===== src/rtl/rstat_pkg.sv =====
package rstat_pkg;

  // Update applied to one register entry in a cycle; retag has priority.
  typedef enum logic [1:0] {
    UPD_HOLD    = 2'd0,
    UPD_RETAG   = 2'd1,
    UPD_CAPTURE = 2'd2
  } upd_e;

  localparam int unsigned NUM_RD_PORTS = 2;

endpackage


===== src/rtl/rstat_entry.sv =====
module rstat_entry
  import rstat_pkg::*;
#(
  parameter int unsigned DATA_W = 16,
  parameter int unsigned TAG_W  = 4,
  parameter int unsigned IDX_W  = 3,
  parameter int unsigned INDEX  = 0
)(
  input  logic              clk,
  input  logic              rst_n,
  input  logic              iss_valid,
  input  logic [IDX_W-1:0]  iss_dst,
  input  logic [TAG_W-1:0]  iss_tag,
  input  logic              bc_valid,
  input  logic [TAG_W-1:0]  bc_tag,
  input  logic [DATA_W-1:0] bc_data,
  output logic [DATA_W-1:0] ent_val,
  output logic [TAG_W-1:0]  ent_tag
);

  localparam logic [IDX_W-1:0] MY_IDX = IDX_W'(INDEX);

  logic [DATA_W-1:0] val_q, val_d;
  logic [TAG_W-1:0]  tag_q, tag_d;
  logic              upd_en;
  upd_e              upd;

  // Next-state: retag of this entry beats a matching broadcast.
  always_comb begin
    upd = UPD_HOLD;
    if (iss_valid && (iss_dst == MY_IDX)) begin
      upd = UPD_RETAG;
    end else if (bc_valid && (tag_q != '0) && (bc_tag == tag_q)) begin
      upd = UPD_CAPTURE;
    end
  end

  always_comb begin
    val_d = val_q;
    tag_d = tag_q;
    case (upd)
      UPD_RETAG:   tag_d = iss_tag;
      UPD_CAPTURE: begin
        val_d = bc_data;
        tag_d = '0;
      end
      default: ;
    endcase
  end

  assign upd_en = (upd != UPD_HOLD);

  always_ff @(posedge clk or negedge rst_n) begin
    if (!rst_n) begin
      val_q <= '0;
      tag_q <= '0;
    end else if (upd_en) begin
      val_q <= val_d;
      tag_q <= tag_d;
    end
  end

  assign ent_val = val_q;
  assign ent_tag = tag_q;

endmodule


===== src/rtl/rstat_rdport.sv =====
module rstat_rdport #(
  parameter int unsigned NUM_REGS = 8,
  parameter int unsigned DATA_W   = 16,
  parameter int unsigned TAG_W    = 4,
  parameter int unsigned IDX_W    = 3
)(
  input  logic [IDX_W-1:0]                rd_idx,
  input  logic [NUM_REGS-1:0][DATA_W-1:0] ent_val,
  input  logic [NUM_REGS-1:0][TAG_W-1:0]  ent_tag,
  input  logic                            bc_valid,
  input  logic [TAG_W-1:0]                bc_tag,
  input  logic [DATA_W-1:0]               bc_data,
  output logic [DATA_W-1:0]               rd_val,
  output logic [TAG_W-1:0]                rd_tag
);

  logic [DATA_W-1:0] sel_val;
  logic [TAG_W-1:0]  sel_tag;
  logic              bc_hit;

  always_comb begin
    sel_val = '0;
    sel_tag = '0;
    if (32'(rd_idx) < NUM_REGS) begin
      sel_val = ent_val[rd_idx];
      sel_tag = ent_tag[rd_idx];
    end
  end

  // Same-cycle forwarding of a result the register is waiting for.
  assign bc_hit = bc_valid && (sel_tag != '0) && (bc_tag == sel_tag);

  always_comb begin
    if (bc_hit) begin
      rd_val = bc_data;
      rd_tag = '0;
    end else if (sel_tag != '0) begin
      rd_val = '0;
      rd_tag = sel_tag;
    end else begin
      rd_val = sel_val;
      rd_tag = '0;
    end
  end

endmodule


===== src/rtl/rename_status_table.sv =====
module rename_status_table
  import rstat_pkg::*;
#(
  parameter  int unsigned NUM_REGS = 8,
  parameter  int unsigned DATA_W   = 16,
  parameter  int unsigned TAG_W    = 4,
  localparam int unsigned IDX_W    = (NUM_REGS > 1) ? $clog2(NUM_REGS) : 1
)(
  input  logic              clk,
  input  logic              rst_n,
  input  logic [IDX_W-1:0]  rd_a_idx,
  output logic [DATA_W-1:0] rd_a_val,
  output logic [TAG_W-1:0]  rd_a_tag,
  input  logic [IDX_W-1:0]  rd_b_idx,
  output logic [DATA_W-1:0] rd_b_val,
  output logic [TAG_W-1:0]  rd_b_tag,
  input  logic              iss_valid,
  input  logic [IDX_W-1:0]  iss_dst,
  input  logic [TAG_W-1:0]  iss_tag,
  input  logic              bc_valid,
  input  logic [TAG_W-1:0]  bc_tag,
  input  logic [DATA_W-1:0] bc_data
);

  logic [NUM_REGS-1:0][DATA_W-1:0]     ent_val;
  logic [NUM_REGS-1:0][TAG_W-1:0]      ent_tag;
  logic [NUM_RD_PORTS-1:0][IDX_W-1:0]  rp_idx;
  logic [NUM_RD_PORTS-1:0][DATA_W-1:0] rp_val;
  logic [NUM_RD_PORTS-1:0][TAG_W-1:0]  rp_tag;

  for (genvar r = 0; r < NUM_REGS; r++) begin : g_ent
    rstat_entry #(
      .DATA_W (DATA_W),
      .TAG_W  (TAG_W),
      .IDX_W  (IDX_W),
      .INDEX  (r)
    ) u_ent (
      .clk       (clk),
      .rst_n     (rst_n),
      .iss_valid (iss_valid),
      .iss_dst   (iss_dst),
      .iss_tag   (iss_tag),
      .bc_valid  (bc_valid),
      .bc_tag    (bc_tag),
      .bc_data   (bc_data),
      .ent_val   (ent_val[r]),
      .ent_tag   (ent_tag[r])
    );
  end

  assign rp_idx = {rd_b_idx, rd_a_idx};

  for (genvar p = 0; p < NUM_RD_PORTS; p++) begin : g_rd
    rstat_rdport #(
      .NUM_REGS (NUM_REGS),
      .DATA_W   (DATA_W),
      .TAG_W    (TAG_W),
      .IDX_W    (IDX_W)
    ) u_rd (
      .rd_idx   (rp_idx[p]),
      .ent_val  (ent_val),
      .ent_tag  (ent_tag),
      .bc_valid (bc_valid),
      .bc_tag   (bc_tag),
      .bc_data  (bc_data),
      .rd_val   (rp_val[p]),
      .rd_tag   (rp_tag[p])
    );
  end

  assign rd_a_val = rp_val[0];
  assign rd_a_tag = rp_tag[0];
  assign rd_b_val = rp_val[1];
  assign rd_b_tag = rp_tag[1];

endmodule


===== config.mk =====
export PLATFORM = sky130hd
export DESIGN_NAME = rename_status_table
export DESIGN_NICKNAME = d
export VERILOG_FILES = /design/src/rtl/rstat_pkg.sv /design/src/rtl/rstat_entry.sv /design/src/rtl/rstat_rdport.sv /design/src/rtl/rename_status_table.sv
export SDC_FILE = /design/constraint.sdc
export NUM_CORES = 1
export LEC_CHECK = 0
export ABC_AREA = 1
export BUFFER_PORTS_ARGS = -buffer_cell sky130_fd_sc_hd__buf_2
export CAP_MARGIN = 20
export CORE_MARGIN = 2
export CORE_UTILIZATION = 30
export DETAILED_ROUTE_END_ITERATION = 8
export PLACE_DENSITY = 0.57
export SKIP_LAST_GASP = 1
export SYNTH_ARGS = -nofsm -noshare
export SYNTH_HDL_FRONTEND = slang
export SYNTH_SLANG_ARGS = --single-unit
export TNS_END_PERCENT = 100

===== constraint.sdc =====
create_clock -name clk -period 3.86 [get_ports clk]
set_input_delay 0.193 -clock clk [delete_from_list [all_inputs] [get_ports clk]]
set_output_delay 0.193 -clock clk [all_outputs]
set_load 0.01 [all_outputs]

# Word level (Yosys, flattened, before mapping)
# Index checks and enable logic that the tools add are counted.
[totals]
ff_bits = 160
word_cells = 162
[classes]
magnitude_cmp = 2
n_eq_ne = 33
muxes = 40
reduce_logical = 71
[op_table]
columns = ["cell", "count"]
rows = [
  ["binary-select mux 16 bit (select 3 bit)", 2],
  ["2-to-1 mux 16 bit", 6],
  ["case mux 4 bit (2 select lines)", 8],
  ["== test 4 bit", 10],
  ["nonzero test 4 bit", 10],
  ["2-to-1 mux 2 bit", 16],
  ["AND reduction 2 bit", 16],
  ["nonzero test 2 bit", 16],
  ["logical AND 1 bit", 28],
  ["binary-select mux 4 bit (select 3 bit)", 2],
  ["2-to-1 mux 4 bit", 6],
  ["== test 2 x 1 -> 1 bit (second input constant)", 8],
  ["== test 2 bit (second input constant)", 8],
  ["== test 3 bit (second input constant)", 4],
  ["less-than comparator 3 x 4 -> 1 bit (second input constant)", 2],
  ["== test 3 x 2 -> 1 bit (second input constant)", 2],
  ["== test 3 x 1 -> 1 bit (second input constant)", 1],
  ["zero test 3 bit", 1],
]

# Logic depth before layout (Yosys ltp)
[logic_depth]
word_depth = 8
depth_mapped = 13
mapped_depth_nobuf = 11

# Cells and area by module
# A second synthesis with hierarchy kept.
[hier_totals]
hier_cells = 1814
area_unflattened_um2 = 12687.2
[by_module_without_submodules]
columns = ["module", "instances", "cells_each", "area_per_inst_um2"]
rows = [
  ["rstat_rdport", 2, 405, 2127.0],
  ["rstat_entry (g_ent[3].u_ent ...)", 3, 126, 1071.0],
  ["rstat_entry (g_ent[1].u_ent ...)", 3, 125, 1041.0],
  ["rstat_entry (g_ent[0].u_ent)", 1, 127, 1058.5],
  ["rstat_entry (g_ent[7].u_ent)", 1, 124, 1038.5],
]

# Worst setup path before layout
# Ideal clock, no wire load.
[synth_timing]
path_kind = "flip-flop to output port"
from = "reg g_ent[1].u_ent.tag_q[1]"
to = "out rd_b_val[10]"
t_arrival_ns = 1.401
required_time_ns = 3.667
slack_ns = 2.266
path_stages_with_launch = 12
n_path_buf = 1
cell_sequence = "dfrtp_1 > inv_1 > nand2_1 > nand3_1 > nand3_1 > nand2_2 > nand2_2 > nor2_8 > nor2_8 > buf_6 > nand4_1 > nand2_1"
[synth_via]
elab_chain_cells = 6
[synth_lines]
columns = ["element", "line_no", "text"]
rows = [
  ["start, declared", "rstat_entry.sv:24", "logic [TAG_W-1:0] tag_q, tag_d;"],
  ["start signal, assigned", "rstat_entry.sv:59", "tag_q <= tag_d;"],
  ["binary-select mux 4 bit (select 3 bit) *", "rstat_rdport.sv:26", "sel_tag = ent_tag[rd_idx];"],
  ["2-to-1 mux 4 bit (implied by the code) *", "rstat_rdport.sv:26", ""],
  ["nonzero test 4 bit", "rstat_rdport.sv:31, rstat_rdport.sv:37", ""],
  ["logical AND 1 bit (2 in series)", "rstat_rdport.sv:31", "assign bc_hit = bc_valid && (sel_tag != '0) && (bc_tag == sel_tag);"],
  ["2-to-1 mux 16 bit *", "rstat_rdport.sv:34", "if (bc_hit) begin"],
  ["end, declared", "rename_status_table.sv:15", "output logic [DATA_W-1:0] rd_b_val,"],
]
# Every way passes the cells marked *; elsewhere a longest branch is shown, timed or not. The select of a mux whose other input is x is not followed.

# Final worst setup path
[layout_timing]
from = "in rd_a_idx[2]"
to = "out rd_a_tag[3]"
[layout_via]
elab_chain_cells = 6
[layout_lines]
columns = ["element", "line_no", "text"]
rows = [
  ["start, declared", "rename_status_table.sv:11", "input logic [IDX_W-1:0] rd_a_idx,"],
  ["binary-select mux 4 bit (select 3 bit) *", "rstat_rdport.sv:26", ""],
  ["2-to-1 mux 4 bit (implied by the code) *", "rstat_rdport.sv:26", ""],
  ["nonzero test 4 bit", "rstat_rdport.sv:31, rstat_rdport.sv:37", ""],
  ["logical AND 1 bit (2 in series)", "rstat_rdport.sv:31", ""],
  ["2-to-1 mux 4 bit *", "rstat_rdport.sv:34", ""],
  ["end, declared", "rename_status_table.sv:13", "output logic [TAG_W-1:0] rd_a_tag,"],
]
# Marks and branches as above.

==> impl_results.md <==
- Outcome: finished, final reports clean
- Setup Viol. Count Final: 0
- Residual DRC: 0
- Post-Syn Nets: 1497
- WHS: 0.102 ns
- Netlist cell types: 37
- VDD IR max: 0.302 mV
- Footprint of the multi-input gates: approximately 5300 µm²
- Starting DRC count in detailed routing: 975
- Top sig layer: met4
- Seq cells post-synth: 160
- Cell Area, Synth: 10300 µm²
- Ports: 77
- Register area: 4000 µm²
- Maximum clock frequency: 379 MHz
- First-pass GRT wire length: 57700 µm
- Dpl hpwl: between 20000 and 25000 µm
- CTS tree: built
- DR WL met2: 17600 µm
- Combinational family with the most area after synthesis: simple AND/OR/NAND/NOR gates
- Pwr Density: roughly 620 nW/µm²
- Final wirelength: 37100 µm
- Row Count: 67
- Final period util: 68.4%
- Fillers: 3609
- Sequential-to-total area share from yosys stat: 38.7%
- Fraction of synthesized area in multiplexers: 0%
- Post-Synth Adder-Cell Area: 0%
- RSZ-0062 raised after global routing: false
- Via count: 10300
- Slew Viols, Final: 0
- Commonest cells after routing, fill and taps aside: nand2_1, o21ai_0, dfrtp_1
- Antenna viol nets, final: 0
- Largest area contributor in the netlist: dfrtp_1
- Later-pin clock latency in the skew report: 0.44 ns
- Critical Path Start: rd_a_idx[2]
- Critical path class: in -> out
- Worst R2R Setup Slack: approximately 1.7 ns
- Critical path required time: 3.67 ns
- Buffers on Ports: 76
- Design Area, Final: 11400 µm²
- GP Congestion: 0.945
- Crit path launch type: primary input
- Top post-synthesis cells by area: dfrtp_1, nand2_1, o21ai_0
- Commonest non-fill, non-tap cell in the layout: nand2_1
- Worst Reg-to-Reg Cells: 6
- Critical Path AT: about 2.5 ns
- Least-Margin Pin Slew: 1.08 ns
- Final core utilization: 34.0%
- Post-Synth XOR/XNOR Area: 1.02%
- Synth warnings: 0
- Starting Density: 30.7%
- CTS root buffer: clkbuf_16
- Crit. End Element: output pin
- CTS buffer count: 17
- Slew headroom: 27.8%
- Die Span X: 190 µm
- Synthesized area per cell: 7.08 µm²
- Final Hold Violating Endpoints: 0
- DR WL met3: 2370 µm
- Post_cts resized: 0
- Reg2reg end: g_ent[1].u_ent.ent_val[3]
- Critical Path Fanout Max: 21
- Grt total ovfl: 0
- Initial antenna violation count: 1
- Die ar.: 36000 µm²
- Htree depth: 4
- Synth top area share: 38.7%
- Largest net degree at the start of global routing: 86
- First-pass DRT Iterations: 7
- Nets: 1503
- Area Overhead vs Synth: 10.7%
- Share of layout cells above drive strength 1: 13.7%
- Leak: 0.00548 µW
- Post-route setup TNS: 0 ns
- Compound-Gate Fraction of Synth Area: about 23%
- Layout Skew: 0.0152 ns
- Crit path to: rd_a_tag[3]
- Die H: around 190 µm
- HP Class: in -> reg
- Sink Count: 160
- Final min period: ~2.6 ns
- Mapped Cells: ~1500
- GRT Total Usage: between 20% and 30%
- Vias in the first global route: 9862
- Max-cap viol count: 0
- Avg WL per Cell: approximately 19 µm
- Worst flop-to-flop path startpoint: g_ent[1].u_ent.ent_tag[2]
- Simple-gate share of the synthesized area: 27.0%
- Clock Tree Buf Depth: 2
- Post-Route M1 WL: 15800 µm
- Core area: 33700 µm²
- Via/cell ratio: roughly 5.3
- Worst-path clk slew: 0.07 ns
- Placed cell area: 10900 µm²
[timing repair]
item                      in CTS  in global routing
hold buffers                   1                  0
buffers inserted               0                  0
hold endpoints to repair      75                  0
[cell type report]
type	instances	area share, %
multi-input cells	1062	45.9
flip-flops and latches	160	35.0
repair buffers	98	5.00
well taps	448	4.90
inverters	127	4.23
clock buffers	19	3.96
clock inverters	13	1.02
diodes	1	0.0219
[cell usage after synthesis, drive strengths merged]
cell       n
o2111ai    3
a221oi     2
xnor2      3
nand3    122
nor3       2
a21oi    140
o211ai     2
o21ai    260
inv      127
nand4     33
clkbuf    39
nor2      42
dfrtp    160
nand2    405
a211oi     4
buf       72
o22ai     35
xor2       9
[logic make-up (layout without fill, tap and decap cells)]
family,count (synthesis),after routing
and+or+nand+nor,604,604
AOI/OAI and AO/OA,446,446
buffers and inverters,238,257
DFF,160,160
xor gates and xnor gates,12,12
other,0,1
[flip-flops by register name, summed over array words and instances, names as in the netlist]
register and count:
g_ent.u_ent.ent_val 128, g_ent.u_ent.ent_tag 32
[worst max-delay path, stage by stage]
cell	delay [ns]
buf_2	0.09
buf_4	0.23
inv_1	0.55
nand3_1	0.24
nand2_1	0.16
nand2_2	0.10
nor2_8	0.31
nor2_8	0.12
inv_2	0.07
nor2_2	0.04
nor2_1	0.15
buf_2	0.16
[metrics by stage]
stage	setup slack (ns)	cells	total power, µW
finish	1.22	1928	7120
global route	1.10	1928	7680
CTS	1.23	1927	7130
detailed placement	1.24	1894	5430
global placement	1.27	1894	5360
floorplan	2.27	1460	4690
[where the power goes]
part	switching [µW]	leakage [µW]	internal (µW)
Combinational	1720	0.00323	841
Clock	805	0.000276	884
Sequential	403	0.00198	2470
Total	2920	0.00548	4200
[worst min path at each step]
stage / from / slack (ns) / cells after the start / to
after floorplan: rst_n / -0.10 / 0 / g_ent[0].u_ent.ent_tag[0]
after CTS: bc_data[4] / 0.08 / 3 / g_ent[1].u_ent.ent_val[4]
after detailed placement: rst_n / 0.29 / 1 / g_ent[4].u_ent.ent_tag[3]
final: bc_data[4] / 0.10 / 3 / g_ent[3].u_ent.ent_val[4]
after global routing: bc_data[5] / 0.11 / 3 / g_ent[3].u_ent.ent_val[5]
after global placement: rst_n / 0.29 / 1 / g_ent[4].u_ent.ent_tag[3]
[layer usage]
layer	track usage, %	vias to the layer above
met4	8.94	0
met5	0	-
met2	34.6	428
li1	-	4903
met3	3.27	82
met1	27.0	4889
(Power assumes the default switching activity.)
